<file path="config.mk">
export PLATFORM = sky130hd
export DESIGN_NAME = nand_host_bridge
export DESIGN_NICKNAME = d
export VERILOG_FILES = /design/src/rtl/nand_bridge_pkg.sv /design/src/rtl/nand_rb_sync.sv /design/src/rtl/nand_reg_bank.sv /design/src/rtl/nand_byte_seq.sv /design/src/rtl/nand_host_bridge.sv
export SDC_FILE = /design/constraint.sdc
export NUM_CORES = 1
export LEC_CHECK = 0
export CAP_MARGIN = 20
export CORE_MARGIN = 4
export CORE_UTILIZATION = 40
export DETAILED_ROUTE_END_ITERATION = 12
export HOLD_SLACK_MARGIN = 0.15
export PLACE_DENSITY = 0.74
export SLEW_MARGIN = 20
export SYNTH_ARGS = -nofsm -noshare
export SYNTH_HDL_FRONTEND = slang
export SYNTH_SLANG_ARGS = --single-unit
</file>
<file path="constraint.sdc">
create_clock -name clk -period 1.7 [get_ports clk]
set_input_delay 0.17 -clock clk [delete_from_list [all_inputs] [get_ports clk]]
set_output_delay 0.17 -clock clk [all_outputs]
set_load 0.01 [all_outputs]
</file>
<file path="src/rtl/nand_bridge_pkg.sv">
// Package: shared offsets, mode bit positions and sequencer states for the
// NAND host bridge. Assumes a byte-granular register map within 8 offsets.
package nand_bridge_pkg;

    localparam int ADDR_W = 3;

    localparam logic [ADDR_W-1:0] OFF_DATA   = 3'd0;
    localparam logic [ADDR_W-1:0] OFF_MODE   = 3'd4;
    localparam logic [ADDR_W-1:0] OFF_STATUS = 3'd5;
    localparam logic [ADDR_W-1:0] OFF_ISR    = 3'd6;
    localparam logic [ADDR_W-1:0] OFF_IMR    = 3'd7;

    localparam int MB_CLE   = 0;
    localparam int MB_ALE   = 1;
    localparam int MB_PWR_L = 2;
    localparam int MB_PWR_H = 3;
    localparam int MB_CE    = 4;
    localparam int MB_ECC_L = 5;
    localparam int MB_ECC_H = 6;
    localparam int MB_WREN  = 7;

    localparam int ISR_W = 4;

    typedef enum logic [1:0] {
        SQ_IDLE = 2'd0,
        SQ_LOW  = 2'd1,
        SQ_HIGH = 2'd2
    } seq_state_t;

endpackage

</file>
<file path="src/rtl/nand_rb_sync.sv">
// Module: two-flop synchroniser for the flash ready/busy line with rising
// edge detection. Assumes the line is asynchronous to clk. The flops reset to
// "ready" so that reset release never produces a false edge.
module nand_rb_sync #(
    parameter int STAGES = 2
) (
    input  logic clk,
    input  logic rst_n,
    input  logic rb_async,
    output logic rb_level,
    output logic rb_rise
);
    logic [STAGES-1:0] sync_q;
    logic              prev_q;

    // Shift the asynchronous level through the synchroniser chain.
    always_ff @(posedge clk) begin
        if (!rst_n) sync_q <= '1;
        else        sync_q <= {sync_q[STAGES-2:0], rb_async};
    end

    // Remember the previous synchronised level for edge detection.
    always_ff @(posedge clk) begin
        if (!rst_n) prev_q <= 1'b1;
        else        prev_q <= sync_q[STAGES-1];
    end

    assign rb_level = sync_q[STAGES-1];
    assign rb_rise  = sync_q[STAGES-1] & ~prev_q;
endmodule

</file>
<file path="src/rtl/nand_reg_bank.sv">
// Module: mode, interrupt status and interrupt mask registers plus the
// register read mux for offsets other than the data register. Assumes
// byte-wide register writes taken from the low data byte.
module nand_reg_bank
    import nand_bridge_pkg::*;
(
    input  logic              clk,
    input  logic              rst_n,
    input  logic              wr_en,
    input  logic [ADDR_W-1:0] addr,
    input  logic [7:0]        wbyte,
    input  logic              rb_level,
    input  logic              rb_rise,
    output logic [7:0]        mode,
    output logic [7:0]        rd_byte,
    output logic [ISR_W-1:0]  isr_vec,
    output logic              irq
);
    logic [7:0]       mode_q;
    logic [7:0]       imr_q;
    logic [ISR_W-1:0] isr_q;
    logic [ISR_W-1:0] isr_set;

    assign isr_set = {{(ISR_W-1){1'b0}}, rb_rise};

    // Mode register: holds the control-line byte.
    always_ff @(posedge clk) begin
        if (!rst_n)                          mode_q <= 8'h00;
        else if (wr_en && addr == OFF_MODE)  mode_q <= wbyte;
    end

    // Mask register: plain read/write byte.
    always_ff @(posedge clk) begin
        if (!rst_n)                          imr_q <= 8'h00;
        else if (wr_en && addr == OFF_IMR)   imr_q <= wbyte;
    end

    // Interrupt status: set on events, write-1-to-clear, set wins a tie.
    always_ff @(posedge clk) begin
        if (!rst_n) isr_q <= '0;
        else if (wr_en && addr == OFF_ISR)
            isr_q <= (isr_q & ~wbyte[ISR_W-1:0]) | isr_set;
        else
            isr_q <= isr_q | isr_set;
    end

    // Read mux for the byte registers; unused offsets read zero.
    always_comb begin
        unique case (addr)
            OFF_MODE:   rd_byte = mode_q;
            OFF_STATUS: rd_byte = {~rb_level, 7'd0};
            OFF_ISR:    rd_byte = {{(8-ISR_W){1'b0}}, isr_q};
            OFF_IMR:    rd_byte = imr_q;
            default:    rd_byte = 8'h00;
        endcase
    end

    assign mode    = mode_q;
    assign isr_vec = isr_q;
    assign irq     = |(isr_q & imr_q[ISR_W-1:0]);
endmodule

</file>
<file path="src/rtl/nand_byte_seq.sv">
// Module: splits a data access into one or two flash byte cycles and drives
// the read/write strobes. Each strobe is low for STROBE_LOW cycles and then
// high for one cycle. Read bytes are captured on the last low cycle. Assumes
// start is only pulsed while the sequencer is idle.
module nand_byte_seq
    import nand_bridge_pkg::*;
#(
    parameter int STROBE_LOW = 3,
    parameter int DATA_W     = 16
) (
    input  logic              clk,
    input  logic              rst_n,
    input  logic              start,
    input  logic              rd,
    input  logic              two,
    input  logic [DATA_W-1:0] wdata,
    input  logic [7:0]        io_in,
    output logic [7:0]        io_out,
    output logic              io_oe,
    output logic              we_n,
    output logic              re_n,
    output logic              busy,
    output logic              done,
    output logic [DATA_W-1:0] rdata
);
    localparam int CW = (STROBE_LOW > 1) ? $clog2(STROBE_LOW) : 1;
    localparam logic [CW-1:0] CNT_LAST = CW'(STROBE_LOW - 1);

    seq_state_t        state_q;
    logic [CW-1:0]     cnt_q;
    logic              idx_q;
    logic              last_q;
    logic              rd_q;
    logic [DATA_W-1:0] wdat_q;
    logic [DATA_W-1:0] rdat_q;
    logic              done_q;

    // Strobe state machine with low-time counter and byte index.
    always_ff @(posedge clk) begin
        if (!rst_n) begin
            state_q <= SQ_IDLE;
            cnt_q   <= '0;
            idx_q   <= 1'b0;
            last_q  <= 1'b0;
            rd_q    <= 1'b0;
            wdat_q  <= '0;
        end else begin
            unique case (state_q)
                SQ_IDLE: if (start) begin
                    state_q <= SQ_LOW;
                    cnt_q   <= '0;
                    idx_q   <= 1'b0;
                    last_q  <= two;
                    rd_q    <= rd;
                    wdat_q  <= wdata;
                end
                SQ_LOW: begin
                    if (cnt_q == CNT_LAST) state_q <= SQ_HIGH;
                    else                   cnt_q   <= cnt_q + 1'b1;
                end
                SQ_HIGH: begin
                    if (idx_q == last_q) state_q <= SQ_IDLE;
                    else begin
                        state_q <= SQ_LOW;
                        idx_q   <= 1'b1;
                        cnt_q   <= '0;
                    end
                end
                default: state_q <= SQ_IDLE;
            endcase
        end
    end

    // Read data capture on the final low cycle of each read strobe.
    always_ff @(posedge clk) begin
        if (!rst_n) rdat_q <= '0;
        else if (state_q == SQ_IDLE && start) rdat_q <= '0;
        else if (state_q == SQ_LOW && rd_q && cnt_q == CNT_LAST) begin
            if (idx_q) rdat_q[15:8] <= io_in;
            else       rdat_q[7:0]  <= io_in;
        end
    end

    // Completion pulse after the last byte's high cycle.
    always_ff @(posedge clk) begin
        if (!rst_n) done_q <= 1'b0;
        else        done_q <= (state_q == SQ_HIGH) && (idx_q == last_q);
    end

    assign we_n   = !(state_q == SQ_LOW && !rd_q);
    assign re_n   = !(state_q == SQ_LOW && rd_q);
    assign io_out = idx_q ? wdat_q[15:8] : wdat_q[7:0];
    assign io_oe  = (state_q != SQ_IDLE) && !rd_q;
    assign busy   = (state_q != SQ_IDLE);
    assign done   = done_q;
    assign rdata  = rdat_q;
endmodule

</file>
<file path="src/rtl/nand_host_bridge.sv">
// Module: top of the NAND host bridge. It decodes host requests, runs
// register accesses in one cycle and passes data accesses to the byte
// sequencer. The mode byte drives the flash control pins. Assumes the host
// waits for host_ack before the next request; requests made while a data
// transfer is in flight are dropped.
module nand_host_bridge
    import nand_bridge_pkg::*;
#(
    parameter int STROBE_LOW = 3,
    parameter int SYNC_STAGES = 2
) (
    input  logic              clk,
    input  logic              rst_n,
    input  logic              host_req,
    input  logic              host_we,
    input  logic              host_wide,
    input  logic [ADDR_W-1:0] host_addr,
    input  logic [15:0]       host_wdata,
    output logic              host_ack,
    output logic [15:0]       host_rdata,
    output logic              irq,
    output logic [7:0]        nand_io_out,
    output logic              nand_io_oe,
    input  logic [7:0]        nand_io_in,
    output logic              nand_ce_n,
    output logic              nand_cle,
    output logic              nand_ale,
    output logic              nand_we_n,
    output logic              nand_re_n,
    output logic              nand_wp_n,
    output logic [1:0]        nand_pwr_ctl,
    output logic [1:0]        nand_ecc_ctl,
    input  logic              nand_rb
);
    logic             accept;
    logic             is_data;
    logic             seq_busy;
    logic             seq_done;
    logic [15:0]      seq_rdata;
    logic             rb_level;
    logic             rb_rise;
    logic [7:0]       mode;
    logic [7:0]       reg_rd;
    logic [ISR_W-1:0] isr_vec;
    logic             ack_q;
    logic [15:0]      rdata_q;

    assign accept  = host_req && !seq_busy;
    assign is_data = (host_addr == OFF_DATA);

    nand_rb_sync #(.STAGES(SYNC_STAGES)) u_rb (
        .clk      (clk),
        .rst_n    (rst_n),
        .rb_async (nand_rb),
        .rb_level (rb_level),
        .rb_rise  (rb_rise)
    );

    nand_reg_bank u_regs (
        .clk      (clk),
        .rst_n    (rst_n),
        .wr_en    (accept && host_we && !is_data),
        .addr     (host_addr),
        .wbyte    (host_wdata[7:0]),
        .rb_level (rb_level),
        .rb_rise  (rb_rise),
        .mode     (mode),
        .rd_byte  (reg_rd),
        .isr_vec  (isr_vec),
        .irq      (irq)
    );

    nand_byte_seq #(.STROBE_LOW(STROBE_LOW), .DATA_W(16)) u_seq (
        .clk    (clk),
        .rst_n  (rst_n),
        .start  (accept && is_data),
        .rd     (!host_we),
        .two    (host_wide),
        .wdata  (host_wdata),
        .io_in  (nand_io_in),
        .io_out (nand_io_out),
        .io_oe  (nand_io_oe),
        .we_n   (nand_we_n),
        .re_n   (nand_re_n),
        .busy   (seq_busy),
        .done   (seq_done),
        .rdata  (seq_rdata)
    );

    // Host acknowledge: one cycle after a register access, or on sequencer done.
    always_ff @(posedge clk) begin
        if (!rst_n) begin
            ack_q   <= 1'b0;
            rdata_q <= '0;
        end else if (seq_done) begin
            ack_q   <= 1'b1;
            rdata_q <= seq_rdata;
        end else if (accept && !is_data) begin
            ack_q   <= 1'b1;
            rdata_q <= {8'h00, reg_rd};
        end else begin
            ack_q   <= 1'b0;
        end
    end

    assign host_ack     = ack_q;
    assign host_rdata   = rdata_q;
    assign nand_cle     = mode[MB_CLE];
    assign nand_ale     = mode[MB_ALE];
    assign nand_ce_n    = ~mode[MB_CE];
    assign nand_wp_n    = mode[MB_WREN];
    assign nand_pwr_ctl = mode[MB_PWR_H:MB_PWR_L];
    assign nand_ecc_ctl = mode[MB_ECC_H:MB_ECC_L];
endmodule

</file>
==> flow_summary.toml, run 1 <==
[clocking]
clkLatencyLatePin_ns = 0.34
path_clk_slew_ns = 0.08
cts_buffer_depth = 2
cts_buffers = 9
cts_root_buf = "clkbuf_8"
cts_tree = "yes"
htree_levels = 3
clkSinkCount = 80
ctsHoldBuffers = 0

[power_and_ir_drop]
peakVddDrop_mv = 0.512
cellPowerDensity_mw_per_mm2 = 857
p_leak_uw = 0.00166

[yosys]
synth_edf_count = 0
ys_ff_latch = 80
ys.flop_type = "dfxtp_1"
synth_top_area_cell = "dfxtp_1"
synthesis.nets = 395
synth_cell_types = 38
synth_area_leaders = "dfxtp_1 49%, nand2_1 7.0%, mux2i_1 6.1%, a21oi_1 5.2%, mux2_2 4.1%"
synth_top_area_frac = 0.489
yosysWarnings = 0
yosysSeqAreaShare = 0.489
syn_area_per_cell_um2 = 9.06
netlist_area_mm2 = 0.00327
synthCells = 361
async_flop_share = 0

[placement]
place_congestion = 0.776
dp_slack_ns = -0.0258
numPortBuffers = 69
dpl.hpwl_um = 5830
placed_area_mm2 = 0.00410

[die]
dieArea_mm2 = 0.00969
core_mm2 = 0.00785
num_rows = 32
initial_core_util = 0.417
die_x_um = 98.4
io_pins = 70
die_h_um = 98.4

[drt]
drc = 0
ant_nets = 0
wl_per_cell_um = 14.8
first_pass_iters = 4
finalWirelength_um = 7980
drt_iter0_drc = 95
routed_via_density = 5.19
vias = 2797

[setup_path]
cp.required_ns = 1.53
cp_max_fo = 5
arrival_ns = 1.46
path_class = "register to primary output"
max_stage_delay_ns = 0.48
worstPathCellList = "nor2b_4 -> nand2_1 -> clkdlybuf4s50_1"
slowest_stage = "clkdlybuf4s50_1"
cp-start-kind = "register"
worst_setup_path_end_kind = "primary output"

[timing]
fmax_ghz = 0.614
worstMarginPinSlew_ns = 0.410
rsz0062_at_grt = "no"
post-route-period-util = 0.958
maxSlewViolCount = 0
setup-violations-final = 0
finalSetupTns_ns = 0
slew_headroom = 0.726
finalHoldViolCount = 0
finalWorstSetupSlack_ns = 0.0719
holdWs_ns = 0.371
period_minus_slack_ns = 1.63
skew_ns = 0.00458

[grt]
grt_pass1_vias = 2742
grt_max_degree = 34
track_usage = 0.164
grt_first_pass_wirelength_um = 13000
antenna_found_initial = 0
grt-ovfl-total = 0

[layout]
regArea_mm2 = 0.00161
final_core_util = 0.552
area_growth_pct = 32.4
drive_gt1_frac = 0.135
n_antenna_cell = 0
final_nets = 466
fin_area_mm2 = 0.00433
multiInputGateArea_mm2 = 0.00149
fillers = 727

[worst_hold_path]
worst_hold_path_type = "primary input to register"

[flow_run]
cap_violations = 0

[outcome]
status = "finished clean"
flip-flops by register name (all words and copies together) (netlist names), 2 cells and up:
name / count
u_seq.state_q: 2
u_regs.mode: 8
host_rdata: 16
u_regs.isr_vec: 4
u_rb.sync_q: 2
u_seq.rdata: 16
u_seq.cnt_q: 2
u_regs.imr_q: 8
u_seq.wdat_q: 16
critical path: cells and delay by family (launching register included):
| kind | cells | cell delay [ns] |
|---|---|---|
| AND/OR/NAND/NOR | 2 | 0.25 |
| flip-flops | 1 | 0.38 |
| buffers and inverters | 1 | 0.48 |
metrics by stage:
step	total power [uW]	instances
2_1_floorplan	2080	361
3_3_place_gp	2240	522
3_5_place_dp	2240	522
4_1_cts	3750	538
5_1_grt	3830	539
6_report	3710	539
layer usage:
layer / global-route usage / routed length (um)
met1: 0.207 / 3660
met2: 0.277 / 3820
met5: 0 / 0
met3: 0.0474 / 398
met4: 0.0389 / 106
power by group:
group          switching (uW)  total, uW  internal, uW
clock                     663       1520           859
combinational             140        287           147
sequential               14.5       1900          1890
synth_stat cells, types with 2 or more instances:
library cell	instances
nor2_1	24
a211oi_1	3
buf_4	8
inv_1	4
a31oi_1	3
nor2b_1	3
o22ai_1	7
a22oi_1	9
nand2_1	61
mux2_2	12
nand2b_1	4
o21ai_1	17
clkbuf_1	7
dfxtp_1	80
o21ai_0	4
nand3_1	25
nand3_4	2
mux2i_1	20
buf_6	4
buf_2	7
and2_1	6
a21oi_1	34
and3_1	2
path summary, 6_finish.rpt:
check | from | to | slack [ns] | cells after the start
setup / recovery | u_seq.state_q[0] | nand_re_n | 0.07 | 3
hold / removal | host_wdata[10] | u_seq.wdat_q[10] | 0.37 | 3
setup reg to reg | u_seq.state_q[0] | u_seq.rdata[8] | 0.23 | 5
hold reg to reg | u_rb.sync_q[0] | u_rb.sync_q[1] | 0.42 | 1
what timing repair did:
action,in CTS,in global routing
gates resized for setup,12,5
setup buffers,0,1
setup endpoints to repair,11,4
final cells by class:
class / count / area share
multi-input combinational: 250 / 0.343
sequential: 80 / 0.373
tap: 102 / 0.0295
timing repair buffer: 87 / 0.201
clock buffer: 10 / 0.0318
inverter: 4 / 0.00347
clock inverter: 6 / 0.0191
cells in the final DEF (no fill, tap or decap), drive strengths merged, types with 4 or more instances in the layout:
master	synthesis	routed
and2	6	6
a22oi	9	9
nand3	27	27
nor2b	4	4
o22ai	7	7
mux2	12	12
mux2i	20	20
buf	20	18
clkbuf	7	10
clkdlybuf4s50	0	59
dfxtp	80	80
o21ai	21	21
inv	4	4
a21oi	34	34
nor2	25	25
nand2b	5	5
nand2	61	61
dlygate4sd2	0	8
logic make-up (layout without fill, tap and decap cells):
group	after synthesis	in the layout	share of synthesized area
AND/OR/NAND/NOR	137	137	0.209
AO/OA/AOI/OAI	79	79	0.136
adder cells (fa/ha/maj)	1	1	0.00382
flip-flops	80	80	0.489
buffers and inverters	31	107	0.0566
multiplexers	32	32	0.102
XOR/XNOR	1	1	0.00268
Note: power is estimated with default switching activity, not from simulation.
==> run 2: changes to the inputs <==
==> constraint.sdc (replaced) <==
create_clock -name clk -period 2 [get_ports clk]
set_input_delay 0.2 -clock clk [delete_from_list [all_inputs] [get_ports clk]]
set_output_delay 0.2 -clock clk [all_outputs]
set_load 0.02 [all_outputs]
==> run 2 against run 1 <==
Cell area is 2.1% lower. Via count is 3.5% lower. Utilization is 1.2 points lower. Global-route usage is 0.87 points lower. Total power is 18% lower. Register-to-register slack better by 0.29 ns. Critical path type unchanged. Largest cell class unchanged.
==> flow_summary.toml, run 2 (same netlist as run 1, synthesis figures left out) <==
[die]
dieArea_mm2 = 0.00969
num_rows = 32
io_pins = 70
die_h_um = 98.4
die_x_um = 98.4
core_mm2 = 0.00785
initial_core_util = 0.417

[clocking]
post_cts_buffers = 0
ctsHoldBuffers = 0
path_clk_slew_ns = 0.08
cts_buffers = 9
clkSinkCount = 80
cts_root_buf = "clkbuf_8"
cts_tree = "yes"
clkLatencyLatePin_ns = 0.34
cts_buffer_depth = 2
htree_levels = 3

[grt]
grt_first_pass_wirelength_um = 12200
track_usage = 0.155
grt_max_degree = 41
antenna_found_initial = 0
grt-ovfl-total = 0
grt_pass1_vias = 2548

[setup_path]
cp-start-kind = "register"
cp_max_fo = 10
critPathBufInv = 1
cp.required_ns = 1.80
worst_setup_path_end_kind = "primary output"
cpLargestDelayFamily = "buffers and inverters"
slowest_stage = "clkdlybuf4s50_1"
max_stage_delay_ns = 0.54
arrival_ns = 1.67
worstPathCellList = "mux2_2 -> clkdlybuf4s50_1"
path_class = "register to primary output"
r2r_setup_slack_ns = 0.52

[layout]
final_cell_mix = "78 x dfxtp_1, 69 x clkdlybuf4s50_1, 61 x nand2_1"
layout.cells.non_filler = 534
area_growth_pct = 29.6
drive_gt1_frac = 0.120
n_antenna_cell = 0
final_common_cell = "dfxtp_1"
final_nets = 461

[timing]
finalHoldViolCount = 0
slew_headroom = 0.723
setup-violations-final = 0
maxSlewViolCount = 0
post-route-period-util = 0.937
holdWs_ns = 0.400
skew_ns = 0.00745
period_minus_slack_ns = 1.87
fmax_ghz = 0.534
rsz0062_at_grt = "no"
finalSetupTns_ns = 0
worstMarginPinSlew_ns = 0.415

[placement]
place_inst = 518
place_congestion = 0.836
numPortBuffers = 69
dpl.hpwl_um = 5640

[power_and_ir_drop]
cellPowerDensity_mw_per_mm2 = 721
peakVddDrop_mv = 0.447
p_leak_uw = 0.00154

[drt]
finalWirelength_um = 7620
drc = 0
ant_nets = 0
first_pass_iters = 4
top_layer = "met4"
wl_per_cell_um = 14.3
dr_wl_met2_um = 3730
routed_via_density = 5.05
vias = 2698
drt_iter0_drc = 88
wl_met1_um = 3370
met3_length_um = 407

[worst_hold_path]
worst_hold_path_type = "primary input to register"

[flow_run]
cap_violations = 0

[outcome]
status = "finished clean"
==> run 2: changes by cell type in the layout (fill, tap and decap cells not counted), moves of 2 or more <==
cell / previous run / this run
dfxtp_4: 3 / 1
buf_12: 4 / 1
dlygate4sd2_1: 8 / 0
clkdlybuf4s50_1: 59 / 69
buf_4: 14 / 12
dlymetal6s2s_1: 2 / 0
dfxtp_1: 76 / 78
==> run 2: path summary, 6_finish.rpt <==
path                          from  cells past startpoint        endpoint
setup / recovery       u_seq.idx_q                      2  nand_io_out[7]
hold reg to reg     u_rb.sync_q[0]                      1  u_rb.sync_q[1]
setup reg to reg  u_seq.state_q[1]                      4   host_rdata[3]
hold / removal           host_wide                      3    u_seq.last_q
==> run 2: metrics by stage <==
stage	instance area, um2	total power, uW	setup WS, ns	util
2_1_floorplan	3270	1770	0.704	-
3_3_place_gp	4030	1890	0.206	0.514
3_5_place_dp	4030	1900	0.133	0.514
4_1_cts	4240	3090	0.00854	0.540
5_1_grt	4240	3180	0.0463	0.540
6_report	4240	3060	0.126	0.540
==> run 2: layout make-up <==
class                   instances  area, um2
fillers                       745       3610
flip-flops and latches         80       1610
multi-input cells             250       1490
repair buffers                 82        801
clock buffers                  11        151
well taps                     102        128
clock inverters                 5       55.1
inverters                       4       15.0
==> run 2: tightest hold or removal path, stage by stage <==
cell and delay, ns:
clkdlybuf4s50_1 0.39, nand2_1 0.05, a21oi_1 0.05
==> run 2: routing by layer <==
layer / track usage / vias to the layer above
li1: - / 1376
met4: 0.0515 / 0
met5: 0 / -
met2: 0.261 / 65
met1: 0.188 / 1247
met3: 0.0488 / 10
==> run 2: power breakdown <==
part	internal (uW)	switching [uW]
Combinational	115	119
Sequential	1610	13.7
Clock	640	560
==> run 2: timing repair <==
action | 4_1_cts | 5_1_grt
setup endpoints to repair | 8 | 4
pin swaps | 0 | 0
gates cloned | 0 | 0
resized for setup | 1 | 2
==> run 3: changes to the inputs <==
Settings changed: CTS_CLUSTER_SIZE set to 30.
==> results of run 3 <==
Final layout, timing and power as in run 2 (identical DEF).
